===== config.mk =====
export PLATFORM = sky130hd
export DESIGN_NAME = edge_level_rx
export DESIGN_NICKNAME = d
export VERILOG_FILES = /design/src/rtl/edge_level_rx_pkg.sv /design/src/rtl/elr_tck_sync.sv /design/src/rtl/elr_ctrl.sv /design/src/rtl/elr_datapath.sv /design/src/rtl/edge_level_rx.sv
export SDC_FILE = /design/constraint.sdc
export NUM_CORES = 1
export LEC_CHECK = 0
export ABC_AREA = 1
export BUFFER_PORTS_ARGS = -buffer_cell sky130_fd_sc_hd__buf_2
export CORE_AREA = 3 3 40 42
export DETAILED_ROUTE_END_ITERATION = 10
export DIE_AREA = 0 0 43 45
export GPL_TIMING_DRIVEN = 0
export HOLD_SLACK_MARGIN = 0.03
export PLACE_DENSITY_LB_ADDON = 0.2
export SKIP_LAST_GASP = 1
export SYNTH_ARGS = -nofsm -noshare
export SYNTH_HDL_FRONTEND = slang
export SYNTH_SLANG_ARGS = --single-unit

===== constraint.sdc =====
create_clock -name clk -period 1.93 [get_ports clk]
set_input_delay 0.193 -clock clk [delete_from_list [all_inputs] [get_ports clk]]
set_output_delay 0.193 -clock clk [all_outputs]
set_load 0.02 [all_outputs]

===== src/rtl/edge_level_rx_pkg.sv =====
package edge_level_rx_pkg;

  // TAP controller state codes as presented on the tapState port
  typedef enum logic [3:0] {
    TAP_RESET    = 4'd0,
    TAP_IDLE     = 4'd1,
    TAP_SEL_DR   = 4'd2,
    TAP_CAP_DR   = 4'd3,
    TAP_SHIFT_DR = 4'd4,
    TAP_EXIT1_DR = 4'd5,
    TAP_PAUSE_DR = 4'd6,
    TAP_EXIT2_DR = 4'd7,
    TAP_UPD_DR   = 4'd8,
    TAP_SEL_IR   = 4'd9,
    TAP_CAP_IR   = 4'd10,
    TAP_SHIFT_IR = 4'd11,
    TAP_EXIT1_IR = 4'd12,
    TAP_PAUSE_IR = 4'd13,
    TAP_EXIT2_IR = 4'd14,
    TAP_UPD_IR   = 4'd15
  } tapState_e;

  // Strobes from control to datapath, one clk wide each
  typedef struct packed {
    logic clearHist;
    logic loadCapt;
  } rxStrobe_t;

endpackage


===== src/rtl/elr_tck_sync.sv =====
module elr_tck_sync #(
  parameter int STAGES = 2
) (
  input  logic clk,
  input  logic rstN,
  input  logic tckIn,
  output logic tckOut
);

  generate
    if (STAGES == 0) begin : g_bypass
      assign tckOut = tckIn;
    end else begin : g_chain
      logic [STAGES-1:0] syncQ;
      always_ff @(posedge clk) begin
        if (!rstN) syncQ <= '0;
        else       syncQ <= {syncQ[STAGES-2+((STAGES==1)?1:0):0], tckIn} ;
      end
      assign tckOut = syncQ[STAGES-1];
    end
  endgenerate

endmodule


===== src/rtl/elr_ctrl.sv =====
module elr_ctrl
  import edge_level_rx_pkg::*;
(
  input  logic       clk,
  input  logic       rstN,
  input  logic       tckSync,
  input  logic [3:0] tapState,
  input  logic       acMode,
  output rxStrobe_t  strobe
);

  logic      tckQ;
  logic      tckRise;
  logic      tckFall;
  tapState_e curState;
  tapState_e stateAtFall;
  logic      clearWin;

  assign curState = tapState_e'(tapState);
  assign tckRise  = tckSync & ~tckQ;
  assign tckFall  = ~tckSync & tckQ;

  // Clear point depends on the mode: edge mode clears on leaving shift,
  // level mode clears at the start of the capture window
  assign clearWin = acMode ? (curState == TAP_EXIT1_DR) : (curState == TAP_CAP_DR);

  always_ff @(posedge clk) begin
    if (!rstN) begin
      tckQ        <= 1'b0;
      stateAtFall <= TAP_RESET;
      strobe      <= '0;
    end else begin
      tckQ             <= tckSync;
      if (tckFall) stateAtFall <= curState;
      strobe.clearHist <= tckFall & clearWin;
      strobe.loadCapt  <= tckRise & (stateAtFall == TAP_CAP_DR);
    end
  end

  // a load strobe never coincides with a clear strobe
  a_r7_strobe_excl: assert property (@(posedge clk) disable iff (!rstN)
    $onehot0({strobe.clearHist, strobe.loadCapt}));

endmodule


===== src/rtl/elr_datapath.sv =====
module elr_datapath
  import edge_level_rx_pkg::*;
(
  input  logic      clk,
  input  logic      rstN,
  input  logic      acMode,
  input  logic      riseEvt,
  input  logic      fallEvt,
  input  logic      aboveHi,
  input  logic      belowLo,
  input  rxStrobe_t strobe,
  output logic      hystBit,
  output logic      captBit
);

  logic hystQ;
  logic evtQ;
  logic captQ;
  logic upReq;
  logic downReq;

  // Only the pair belonging to the active mode is looked at
  always_comb begin
    if (acMode) begin
      upReq   = riseEvt & ~fallEvt;
      downReq = fallEvt & ~riseEvt;
    end else begin
      upReq   = aboveHi & ~belowLo;
      downReq = belowLo & ~aboveHi;
    end
  end

  always_ff @(posedge clk) begin
    if (!rstN) begin
      hystQ <= 1'b0;
      evtQ  <= 1'b0;
    end else if (strobe.clearHist) begin
      evtQ  <= 1'b0;
    end else if (upReq) begin
      hystQ <= 1'b1;
      evtQ  <= 1'b1;
    end else if (downReq) begin
      hystQ <= 1'b0;
      evtQ  <= 1'b1;
    end
  end

  always_ff @(posedge clk) begin
    if (!rstN)                          captQ <= 1'b0;
    else if (strobe.loadCapt && evtQ)   captQ <= hystQ;
  end

  assign hystBit = hystQ;
  assign captBit = captQ;

  a_r2_edge_rise_sets: assert property (@(posedge clk) disable iff (!rstN)
    acMode && riseEvt && !fallEvt && !strobe.clearHist |=> hystQ);

  a_r3_level_low_clears: assert property (@(posedge clk) disable iff (!rstN)
    !acMode && belowLo && !aboveHi && !strobe.clearHist |=> !hystQ);

  a_r4_conflict_holds: assert property (@(posedge clk) disable iff (!rstN)
    (acMode ? (riseEvt && fallEvt) : (aboveHi && belowLo)) |=> $stable(hystQ));

  a_r5_clear_drops_event: assert property (@(posedge clk) disable iff (!rstN)
    strobe.clearHist |=> !evtQ);

  a_r7_capture_hold: assert property (@(posedge clk) disable iff (!rstN)
    !strobe.loadCapt |=> $stable(captQ));

endmodule


===== src/rtl/edge_level_rx.sv =====
module edge_level_rx
  import edge_level_rx_pkg::*;
#(
  parameter int SYNC_STAGES = 2
) (
  input  logic       clk,
  input  logic       rstN,
  input  logic       tck,
  input  logic [3:0] tapState,
  input  logic       acMode,
  input  logic       riseEvt,
  input  logic       fallEvt,
  input  logic       aboveHi,
  input  logic       belowLo,
  output logic       hystBit,
  output logic       captBit
);

  logic      tckSync;
  rxStrobe_t strobe;

  elr_tck_sync #(.STAGES(SYNC_STAGES)) u_sync (
    .clk    (clk),
    .rstN   (rstN),
    .tckIn  (tck),
    .tckOut (tckSync)
  );

  elr_ctrl u_ctrl (
    .clk      (clk),
    .rstN     (rstN),
    .tckSync  (tckSync),
    .tapState (tapState),
    .acMode   (acMode),
    .strobe   (strobe)
  );

  elr_datapath u_dp (
    .clk     (clk),
    .rstN    (rstN),
    .acMode  (acMode),
    .riseEvt (riseEvt),
    .fallEvt (fallEvt),
    .aboveHi (aboveHi),
    .belowLo (belowLo),
    .strobe  (strobe),
    .hystBit (hystBit),
    .captBit (captBit)
  );

endmodule


; Word level (Yosys, flattened, before mapping)
; Index checks and enable logic that the tools add are counted.
[classes]
n_div = 0
n_mux = 7
n_mul = 0
shifts = 0
n_bitwise = 16
reduce_logical = 4
eq_ne = 3
n_addsub = 0
n_lt_le_gt_ge = 0
[ops]
columns = operator, count
row1 = bitwise AND 1 bit, 8
row2 = == test 4 x 2 -> 1 bit (second input constant), 2
row3 = inverter 1 bit, 8
row4 = 2-to-1 mux 1 bit, 7
row5 = == test 4 x 3 -> 1 bit (second input constant), 1
row6 = AND reduction 2 bit, 1
row7 = nonzero test 2 bit, 1
row8 = OR reduction 2 bit, 1
row9 = logical AND 1 bit, 1
[totals]
latch_bits = 0
n_memories = 0
regBits = 12
inputBits = 12
romBits = 0
ramBits = 0

; Longest topological paths before layout
; Gate-level depths: netlist of the first run.
[logic_depth]
ltp_word = 5
mapped_depth = 6
depth_no_buf = 6

; Hierarchy
; Synthesis of the first run repeated with hierarchy kept, for this count alone.
[hier_totals]
cells_unflattened = 75
area_unflattened_um2 = 514.2
[by_module_without_submodules]
columns = mod, seq_area_each_um2, instances, area_each_um2, cells_per_inst
row1 = elr_ctrl, 140.1, 1, 282.8, 40
row2 = elr_datapath, 60.1, 1, 176.4, 29
row3 = elr_tck_sync, 40.0, 1, 55.1, 6

; Least setup slack after synthesis of the first run
; No wires, ideal clock.
[synth_path]
kind = register to register
from = reg u_ctrl.tckQ
to = reg u_ctrl.strobe[1] (netlist name)
period_less_slack_ns = 0.763
path_buffers = 0
arrival_time_ns = 0.691
setup_slack_ns = 1.167
setup_time_ns = 0.073
path_stages_with_launch = 5
cell_sequence = dfxtp_1 inv_2 nor2_4 nand3_2 nor3_2
[synth_between]
elab_chain_len = 2
[synth_lines]
columns = item, line_no
row1 = start: declaration, elr_ctrl.sv:12  ; logic tckQ;
row2 = start signal: assignment, elr_ctrl.sv:33  ; tckQ <= tckSync;
row3 = bitwise AND 1 bit, elr_ctrl.sv:21  ; assign tckFall = ~tckSync & tckQ;
row4 = bitwise AND 1 bit, elr_ctrl.sv:35  ; strobe.clearHist <= tckFall & clearWin;
; No other way between the ends.
; A chain may end at the register's enable or synchronous reset.

; Worst setup path after layout of the first run
[layout_path]
from = reg u_dp.hystQ, in the netlist u_dp.hystBit
to = out hystBit
[layout_lines]
columns = item, line_no
row1 = start: declaration, elr_datapath.sv:16  ; logic hystQ;
row2 = start signal: assignment, elr_datapath.sv:35  ; hystQ <= 1'b0;
row3 = start signal: assignment, elr_datapath.sv:40  ; hystQ <= 1'b1;
row4 = start signal: assignment, elr_datapath.sv:43  ; hystQ <= 1'b0;
row5 = end: declaration, edge_level_rx.sv:15  ; output logic hystBit,
; No word-level cell between the ends.

==> flow_summary_export.csv, run 1 <==
group,metric,value,unit
placed_design,place_area,578.1,um2
logic_synthesis,yosysUniqueCellTypes,13,
global_routing,grt_util_met1,0.1327,
critical_path,startpoint_type,"register",
critical_path,path_class,"register to output port",
global_routing,busiest_layer,"met2",
clocking,root_buffer,"clkbuf_4",
placed_design,hpwl,632.4,um
run,drv_cap,0,
timing,clock_skew,0.006945,ns
clocking,clockBufferDepth,2,
die,core_area,1285,um2
global_routing,grtUsageMet3,0.04781,
layout,finalInstanceArea,600.6,um2
timing,fmax,1022,MHz
die,die_area,1935,um2
global_routing,antenna_found_initial,0,
timing,final-setup-viol-count,0,
logic_synthesis,synth-seq-cells,12,
timing,slew_viol_final,0,
pwr,p_per_area,756.0,nW/um2
clocking,path_clk_slew,0.07,ns
timing,final.min_clock_period,0.9786,ns
clocking,cts_buffers,3,
layout,n_antenna_cell,0,
pwr,ir_drop,0.0004528,V
pwr,leakagePower,0.3257,nW
logic_synthesis,syn_inst,67,
timing,tns,0,ns
critical_path,crit_fanout,3,
clocking,h-tree-depth,1,
die,ios,14,
clocking,clock-sinks,12,
clocking,cts_hold_buf,0,
critical_path,crit_chain,"buf_2",
layout,fin_util,0.4674,
drt,drt.antenna.violating_nets,0,
placed_design,gp_congestion,0.6924,
global_routing,grt_use_total,0.1065,
timing,max-slew-margin-rel,0.8836,
global_routing,grtUsageMet2,0.1557,
global_routing,first_global_vias,386,
drt,via_count,427,
logic_synthesis,yosysWarnings,0,
global_routing,grt_pass1_wl,1531,um
clocking,ctsResizeCount,0,
logic_synthesis,ys_seq_area_frac,0.4861,
placed_design,port_buffers,13,
placed_design,placed_cells_incl_taps,95,
critical_path,cp.arrival,0.79,ns
layout,fin_nets,97,
critical_path,setup.worst_path.end_class,"output port",
layout,final_cells,98,
layout,drive_above_1_share,0.2530,
critical_path,slowest_stage,"dfxtp_1",
drt,wl,821,um
timing,tightestPinTransition,0.1742,ns
clocking,tritoncts,"built",
clocking,post_cts_buffers,0,
drt,drcViolationCount,0,
drt,avgViaCountPerCell,4.357,
die,dieWidth,43,um
timing,period_share,0.5070,
critical_path,critPathBufInv,1,
timing,final_hold_viol_count,0,
layout,synthToLayoutAreaGrowth,21.52,%
die,die_h,45,um
logic_synthesis,syn_nets,79,
critical_path,crit_family,"flip-flops",
critical_path,crit_required,1.74,ns
drt,drtIter0Drc,10,
logic_synthesis,avgSynthCellArea,7.376,um2
critical_path,slowest_delay,0.35,ns
global_routing,overflow,0,
drt,dr.pass1.iters,4,
outcome,status,"finished clean",
logic_synthesis,syn_area,494.2,um2
drt,wl_per_cell,8.378,um
global_routing,grt_max_degree,11,
die,initial_core_util,0.3846,
timing,rsz0062_at_grt,"false",
hold_path,hp-class,"input pin to register",
clocking,clk_latency,0.27,ns
die,rows,13,
critical_path,r2r_setup_slack,1.09,ns
metrics by stage:
step                      worst slack (ns)  hold slack [ns]  power (mW)
final                               0.9514           0.1096      0.4540
after detailed placement             1.093           0.3807      0.3158
after CTS                           0.9447           0.1036      0.4611
after global routing                0.9261           0.1268      0.4791
after floorplan                      1.167           0.2906      0.2951
after global placement               1.091           0.3748      0.3148
cell type report:
class | instances | area (um2)
plain buffers | 1 | 7.507
clock buffers | 3 | 22.52
multi-input cells | 41 | 197.7
repair buffers | 13 | 65.06
well taps | 15 | 18.77
inverters | 13 | 48.80
fillers | 139 | 684.4
flip-flops and latches | 12 | 240.2
Yosys cell counts:
cell      number  share of area
nor3_2         1          0.020
inv_2          1         0.0076
nor2_4         1          0.023
nand3_2        1          0.020
nor2_1         6          0.046
nand2_1       15           0.11
inv_1         12          0.091
nand3b_1       1          0.015
a21oi_1        5          0.051
nand3_1        5          0.051
dfxtp_1       12           0.49
o21ai_0        6          0.061
buf_4          1          0.015
layout by cell type (no fill, tap or decap):
cell type,count
nand3_1,5
inv_1,12
nand2_1,15
clkbuf_4,3
nand3_2,1
inv_2,1
a21oi_1,5
o21ai_0,6
nor2_4,1
nor3_2,1
nand3b_1,1
nor2_1,6
buf_2,13
buf_4,1
dfxtp_1,12
report_power, final:
part           switching [mW]  internal [mW]  total, mW  leakage [nW]
clock                  0.0724         0.0720      0.144        0.0138
combinational          0.0267         0.0212     0.0480         0.214
sequential            0.00513          0.256      0.262        0.0979
registers in the layout (all words and copies together) (netlist names):
name / count
u_ctrl.strobe: 2
u_dp.captBit: 1
u_ctrl.tckQ: 1
u_sync.g_chain.syncQ: 2
u_dp.evtQ: 1
u_dp.hystBit: 1
u_ctrl.stateAtFall: 4
worst paths after layout:
| kind | from | endpoint | cells after the start |
|---|---|---|---|
| setup / recovery | u_dp.hystBit$_SDFFE_PN0P_ | hystBit | 1 |
| hold / removal | tck | u_sync.g_chain.syncQ[0]$_SDFF_PN0_ | 3 |
| setup reg to reg | u_ctrl.tckQ$_SDFF_PN0_ | u_ctrl.strobe[1]$_SDFF_PN0_ | 4 |
| hold reg to reg | u_sync.g_chain.syncQ[0]$_SDFF_PN0_ | u_sync.g_chain.syncQ[1]$_SDFF_PN0_ | 2 |
routing by layer:
metal / wire, um / vias up
met5: 0 / -
met4: 12 / 0
met1: 386 / 174
li1: - / 239
met2: 353 / 12
met3: 69 / 2
logic make-up after synthesis:
group	Yosys count	share of synthesized area
flops	12	0.4861
buf+inv	14	0.1139
simple gates	30	0.2886
compound gates	11	0.1114
(Power assumes the default switching activity.)
==> run 2: changes to the inputs <==
==> constraint.sdc (replaced) <==
create_clock -name clk -period 0.85 [get_ports clk]
set_input_delay 0.085 -clock clk [delete_from_list [all_inputs] [get_ports clk]]
set_output_delay 0.085 -clock clk [all_outputs]
set_load 0.02 [all_outputs]
==> run 2 against run 1 <==
Effect of this change: core utilization grew 2.1 points; critical endpoint unchanged; non-clock buffer count grew 2; sequential power grew 130%; final cell count grew 2.0%; global-route usage grew 0.17 points; largest cell class unchanged; sequential share of layout area shrank 0.96 points; wire length grew 1.7%; combinational power grew 140%.
==> flow_summary_export.csv, run 2 (synthesis results as in run 1) <==
group,metric,value,unit
layout,reg_top3,"u_ctrl.stateAtFall x4, u_ctrl.strobe x2, u_sync.g_chain.syncQ x2",
layout,multiInputGateArea,197.7,um2
pwr,leakagePower,0.3374,nW
critical_path,path_class,"register to output port",
timing,period_share,0.9729,
layout,final.fill_count,138,
layout,seq_area,245.2,um2
critical_path,crit_fanout,3,
layout,layout_common_cells,"nand2_1, inv_1, buf_2",
timing,rsz0062_at_grt,"true",
outcome,status,"finished clean",
critical_path,crit_chain,"buf_4",
clocking,cts_buffers,3,
drt,dr.pass1.iters,4,
critical_path,critPathBufInv,1,
clocking,path_clk_slew,0.07,ns
critical_path,slowest_stage,"dfxtp_2",
drt,drcViolationCount,0,
timing,final.min_clock_period,0.8270,ns
global_routing,overflow,0,
critical_path,crit_family,"flip-flops",
layout,final_cells,100,
layout,final_common_cell,"nand2_1",
timing,tns,0,ns
run,drv_cap,0,
die,core_area,1285,um2
hold_path,hp-class,"input pin to register",
layout,n_antenna_cell,0,
die,ios,14,
die,die_area,1935,um2
die,initial_core_util,0.3846,
drt,wl_per_cell,8.350,um
clocking,clockBufferDepth,2,
timing,slew_viol_final,0,
layout,fin_nets,99,
drt,via_count,434,
drt,drt.antenna.violating_nets,0,
global_routing,grt_use_total,0.1081,
placed_design,gp_congestion,0.6924,
clocking,root_buffer,"clkbuf_4",
global_routing,grt_pass1_wl,1559,um
layout,drive_above_1_share,0.3059,
layout,largest-register,"u_ctrl.stateAtFall",
global_routing,antenna_found_initial,0,
timing,max-slew-margin-rel,0.8766,
timing,clock_skew,0.006388,ns
critical_path,slowest_delay,0.33,ns
placed_design,placed_cells_incl_taps,95,
placed_design,port_buffers,13,
clocking,clock-sinks,12,
timing,fmax,1209,MHz
layout,largest_reg_flops,4,
critical_path,setup.worst_path.end_class,"output port",
placed_design,hpwl,632.4,um
drt,avgViaCountPerCell,4.340,
die,dieWidth,43,um
die,die_h,45,um
pwr,ir_drop,0.001024,V
placed_design,place_ws,0.01308,ns
global_routing,first_global_vias,393,
timing,final-setup-viol-count,0,
critical_path,startpoint_type,"register",
timing,final_hold_viol_count,0,
layout,synthToLayoutAreaGrowth,27.09,%
drt,wl,835,um
critical_path,cp.arrival,0.74,ns
clocking,h-tree-depth,1,
drt,drtIter0Drc,15,
pwr,p_per_area,1654,nW/um2
timing,setup_slack,0.02302,ns
critical_path,crit_required,0.76,ns
clocking,tritoncts,"built",
clocking,clk_latency,0.26,ns
timing,tightestPinTransition,0.1847,ns
die,rows,13,
global_routing,grt_max_degree,11,
layout,fin_util,0.4888,
-- run 2: changes by cell type in the layout (fill, tap and decap cells not counted), sizes merged --
| cell | delta |
|---|---|
| dlygate4sd3 | +1 |
| buf | +1 |
-- run 2: cell type report --
type | instances | share of cell area
buffer | 1 | 0.01195
clock buffer | 3 | 0.03586
multi-input combinational | 41 | 0.3147
inverter | 13 | 0.07769
sequential | 12 | 0.3904
timing repair buffer | 15 | 0.1394
tap | 15 | 0.02988
-- run 2: final timing paths --
path / startpoint / depth (start not counted) / endpoint / slack, ns
setup / recovery: u_dp.hystBit$_SDFFE_PN0P_ / 1 / hystBit / 0.02
setup reg to reg: u_ctrl.tckQ$_SDFF_PN0_ / 4 / u_ctrl.stateAtFall[2]$_SDFFE_PN0P_ / 0.04
hold reg to reg: u_sync.g_chain.syncQ[0]$_SDFF_PN0_ / 2 / u_sync.g_chain.syncQ[1]$_SDFF_PN0_ / 0.41
hold / removal: rstN / 3 / u_ctrl.tckQ$_SDFF_PN0_ / 0.07
-- run 2: stage by stage --
stage | area (um2) | power [mW] | hold slack, ns
floorplan | 494.2 | 0.6700 | 0.1826
global placement | 578.1 | 0.7148 | 0.2668
detailed placement | 578.1 | 0.7170 | 0.2727
CTS | 615.6 | 1.054 | 0.05597
global route | 628.1 | 1.098 | 0.07109
finish | 628.1 | 1.039 | 0.06520
-- run 2: what timing repair did --
item / in CTS / in global routing
pin swaps: 3 / 2
hold endpoints to repair: 1 / 0
endpoints found under the setup margin: 2 / 6
setup buffers: 0 / 1
hold buffers: 1 / 0
gates resized for setup: 3 / 5
-- run 2: power breakdown --
part | leakage (nW) | switching [mW] | internal [mW] | total (mW)
logic | 0.224 | 0.0619 | 0.0550 | 0.117
registers | 0.0996 | 0.0119 | 0.584 | 0.596
clock network | 0.0138 | 0.163 | 0.163 | 0.326
-- run 2: routing by layer --
layer / GRT usage / vias to the layer above / wire length (um)
met5: 0 / - / 0
met4: 0.05422 / 0 / 12
met3: 0.04781 / 2 / 54
met2: 0.1557 / 10 / 354
met1: 0.1376 / 179 / 413
li1: - / 243 / -
==> run 3: changes to the inputs <==
--- a/config.mk
+++ b/config.mk
@@ -7,9 +7,9 @@
 export LEC_CHECK = 0
 export ABC_AREA = 1
 export BUFFER_PORTS_ARGS = -buffer_cell sky130_fd_sc_hd__buf_2
-export CORE_AREA = 3 3 40 42
+export CORE_MARGIN = 3
+export CORE_UTILIZATION = 35
 export DETAILED_ROUTE_END_ITERATION = 10
-export DIE_AREA = 0 0 43 45
 export GPL_TIMING_DRIVEN = 0
 export HOLD_SLACK_MARGIN = 0.03
 export PLACE_DENSITY_LB_ADDON = 0.2
==> run 3 against run 2 <==
Effect of this change: clock skew decreased by 0.0025 ns; cell area rose by 5.4%; sequential share of layout area is 2.2 points lower; combinational power increased by 9%; non-clock buffer count increased by 2; first-iteration DRC count down 27%; maximum frequency decreased by 0.64%; hold slack lost 0.017 ns; setup slack got worse by 0.0053 ns; final cell count increased by 2.0%; sequential power barely moved; sequential cell count unchanged; largest cell class unchanged; highest routed layer unchanged.
==> flow_summary_export.csv, run 3 (synthesis results as in run 1) <==
group,metric,value,unit
outcome,status,"finished clean",
layout,multiInputGateArea,197.7,um2
critical_path,path_class,"register to register",
critical_path,r2r-end,"u_ctrl.stateAtFall[1]$_SDFFE_PN0P_",
layout,drive_above_1_share,0.3182,
drt,dr.pass1.iters,4,
clocking,root_buffer,"clkbuf_4",
hold_path,hold_depth,3,
timing,fmax,1202,MHz
critical_path,r2r_setup_slack,0.02,ns
global_routing,grt_pass1_wl,1552,um
critical_path,crit_required,1.02,ns
critical_path,ff2ff_path_depth,4,
pwr,p_per_area,1777,nW/um2
clocking,path_clk_slew,0.07,ns
placed_design,gp_congestion,0.7021,
layout,layout_common_cells,"nand2_1, inv_1, buf_2",
clocking,h-tree-depth,1,
pwr,ir_drop,0.001104,V
die,die_h,43.58,um
clocking,clk_latency,0.28,ns
die,rows,12,
critical_path,critPathBufInv,2,
critical_path,crit_fanout,8,
timing,final_hold_viol_count,0,
clocking,clock-sinks,12,
run,drv_cap,0,
global_routing,grt_max_degree,11,
die,core_area,1216,um2
layout,final.fill_count,125,
clocking,tritoncts,"built",
critical_path,slowest_stage,"dfxtp_2",
drt,wl,891,um
die,die_area,1899,um2
layout,n_antenna_cell,0,
critical_path,setup.worst_path.end_class,"register",
layout,synthToLayoutAreaGrowth,33.92,%
layout,seq_area,244.0,um2
hold_path,hold_start,"tapState[0]",
critical_path,startpoint_type,"register",
layout,reg_top3,"u_ctrl.stateAtFall x4, u_ctrl.strobe x2, u_sync.g_chain.syncQ x2",
die,ios,14,
timing,period_share,0.9791,
timing,clock_skew,0.003888,ns
global_routing,antenna_found_initial,0,
timing,max-slew-margin-rel,0.8806,
drt,drt.antenna.violating_nets,0,
drt,drcViolationCount,0,
drt,avgViaCountPerCell,4.402,
timing,tightestPinTransition,0.1787,ns
global_routing,overflow,0,
critical_path,slowest_delay,0.32,ns
clocking,clockBufferDepth,2,
drt,wl_per_cell,8.735,um
layout,fin_nets,101,
die,dieWidth,43.58,um
hold_path,hp-class,"input pin to register",
pwr,leakagePower,0.3547,nW
drt,via_count,449,
placed_design,hpwl,658.3,um
timing,rsz0062_at_grt,"true",
drt,drtIter0Drc,11,
placed_design,place_area,576.8,um2
die,initial_core_util,0.4064,
critical_path,crit_family,"flip-flops",
timing,final.min_clock_period,0.8323,ns
critical_path,crit_chain,"inv_2, nor2_4, buf_4, a21oi_1",
layout,largest_reg_flops,4,
critical_path,cp.arrival,1.01,ns
layout,final_common_cell,"nand2_1",
clocking,cts_buffers,3,
critical_path,r2r_start,"u_ctrl.tckQ$_SDFF_PN0_",
timing,slew_viol_final,0,
timing,final-setup-viol-count,0,
layout,largest-register,"u_ctrl.stateAtFall",
hold_path,holdPathEnd,"u_ctrl.strobe[1]$_SDFF_PN0_",
placed_design,port_buffers,13,
timing,timing.hold.ws,0.04785,ns
global_routing,first_global_vias,388,
layout,finalInstanceArea,661.9,um2
global_routing,grt_use_total,0.1142,
==> run 3: cell count changes in the layout (fill, tap and decap cells not counted), sizes merged <==
cell,before,now
buf,15,17
clkbuf,3,4
==> run 3: tightest hold or removal path: stages <==
cell	delay [ns]
buf_2	0.10
nand3_2	0.07
nor3_2	0.03
==> run 3: metal layers <==
| metal | wire [um] | GRT usage |
|---|---|---|
| met1 | 387 | 0.1465 |
| met2 | 423 | 0.1453 |
| met3 | 66 | 0.07469 |
| met4 | 14 | 0.05422 |
| met5 | 0 | 0 |
==> run 3: what timing repair did <==
action                                  in CTS  in global routing
hold buffers                                 1                  0
endpoints found under the hold margin        1                  0
pin swaps                                    0                  4
gates resized for setup                      3                  6
setup buffers                                0                  3
endpoints found under the setup margin       2                  7
==> run 3: cell type report <==
cell class / instances / share of cell area
sequential: 12 / 0.3686
clock buffer: 4 / 0.05482
tap: 14 / 0.02647
inverter: 13 / 0.07372
multi-input combinational: 41 / 0.2987
buffer: 1 / 0.01134
timing repair buffer: 17 / 0.1664
==> run 3: per-stage QoR <==
step	setup TNS, ns	worst slack (ns)	std cells	util	total power [mW]
2_1_floorplan	0	0.08651	67	-	0.6700
3_3_place_gp	0	0.008390	94	0.4743	0.7147
3_5_place_dp	0	0.02011	94	0.4743	0.7175
4_1_cts	0	0.001460	99	0.5175	1.183
5_1_grt	-0.1808	-0.04176	102	0.5442	1.241
6_report	0	0.01773	102	0.5442	1.176
==> run 3: where the power goes <==
group	switching, mW	internal [mW]	leakage, nW	total [mW]
logic	0.0642	0.0638	0.234	0.128
clock network	0.192	0.261	0.0210	0.453
registers	0.0122	0.583	0.0992	0.595
==> run 3: how the worst max path moves through the flow <==
stage | cells after the start | start | end | slack (ns)
finish | 4 | u_ctrl.tckQ$_SDFF_PN0_ | u_ctrl.stateAtFall[1]$_SDFFE_PN0P_ | 0.02
global route | 4 | u_ctrl.tckQ$_SDFF_PN0_ | u_ctrl.stateAtFall[3]$_SDFFE_PN0P_ | -0.04
CTS | 4 | u_ctrl.tckQ$_SDFF_PN0_ | u_ctrl.strobe[1]$_SDFF_PN0_ | 0.001
detailed placement | 4 | u_ctrl.tckQ$_SDFF_PN0_ | u_ctrl.strobe[1]$_SDFF_PN0_ | 0.02
global placement | 4 | u_ctrl.tckQ$_SDFF_PN0_ | u_ctrl.strobe[1]$_SDFF_PN0_ | 0.008
floorplan | 4 | u_ctrl.tckQ$_SDFF_PN0_ | u_ctrl.strobe[1]$_SDFF_PN0_ | 0.09
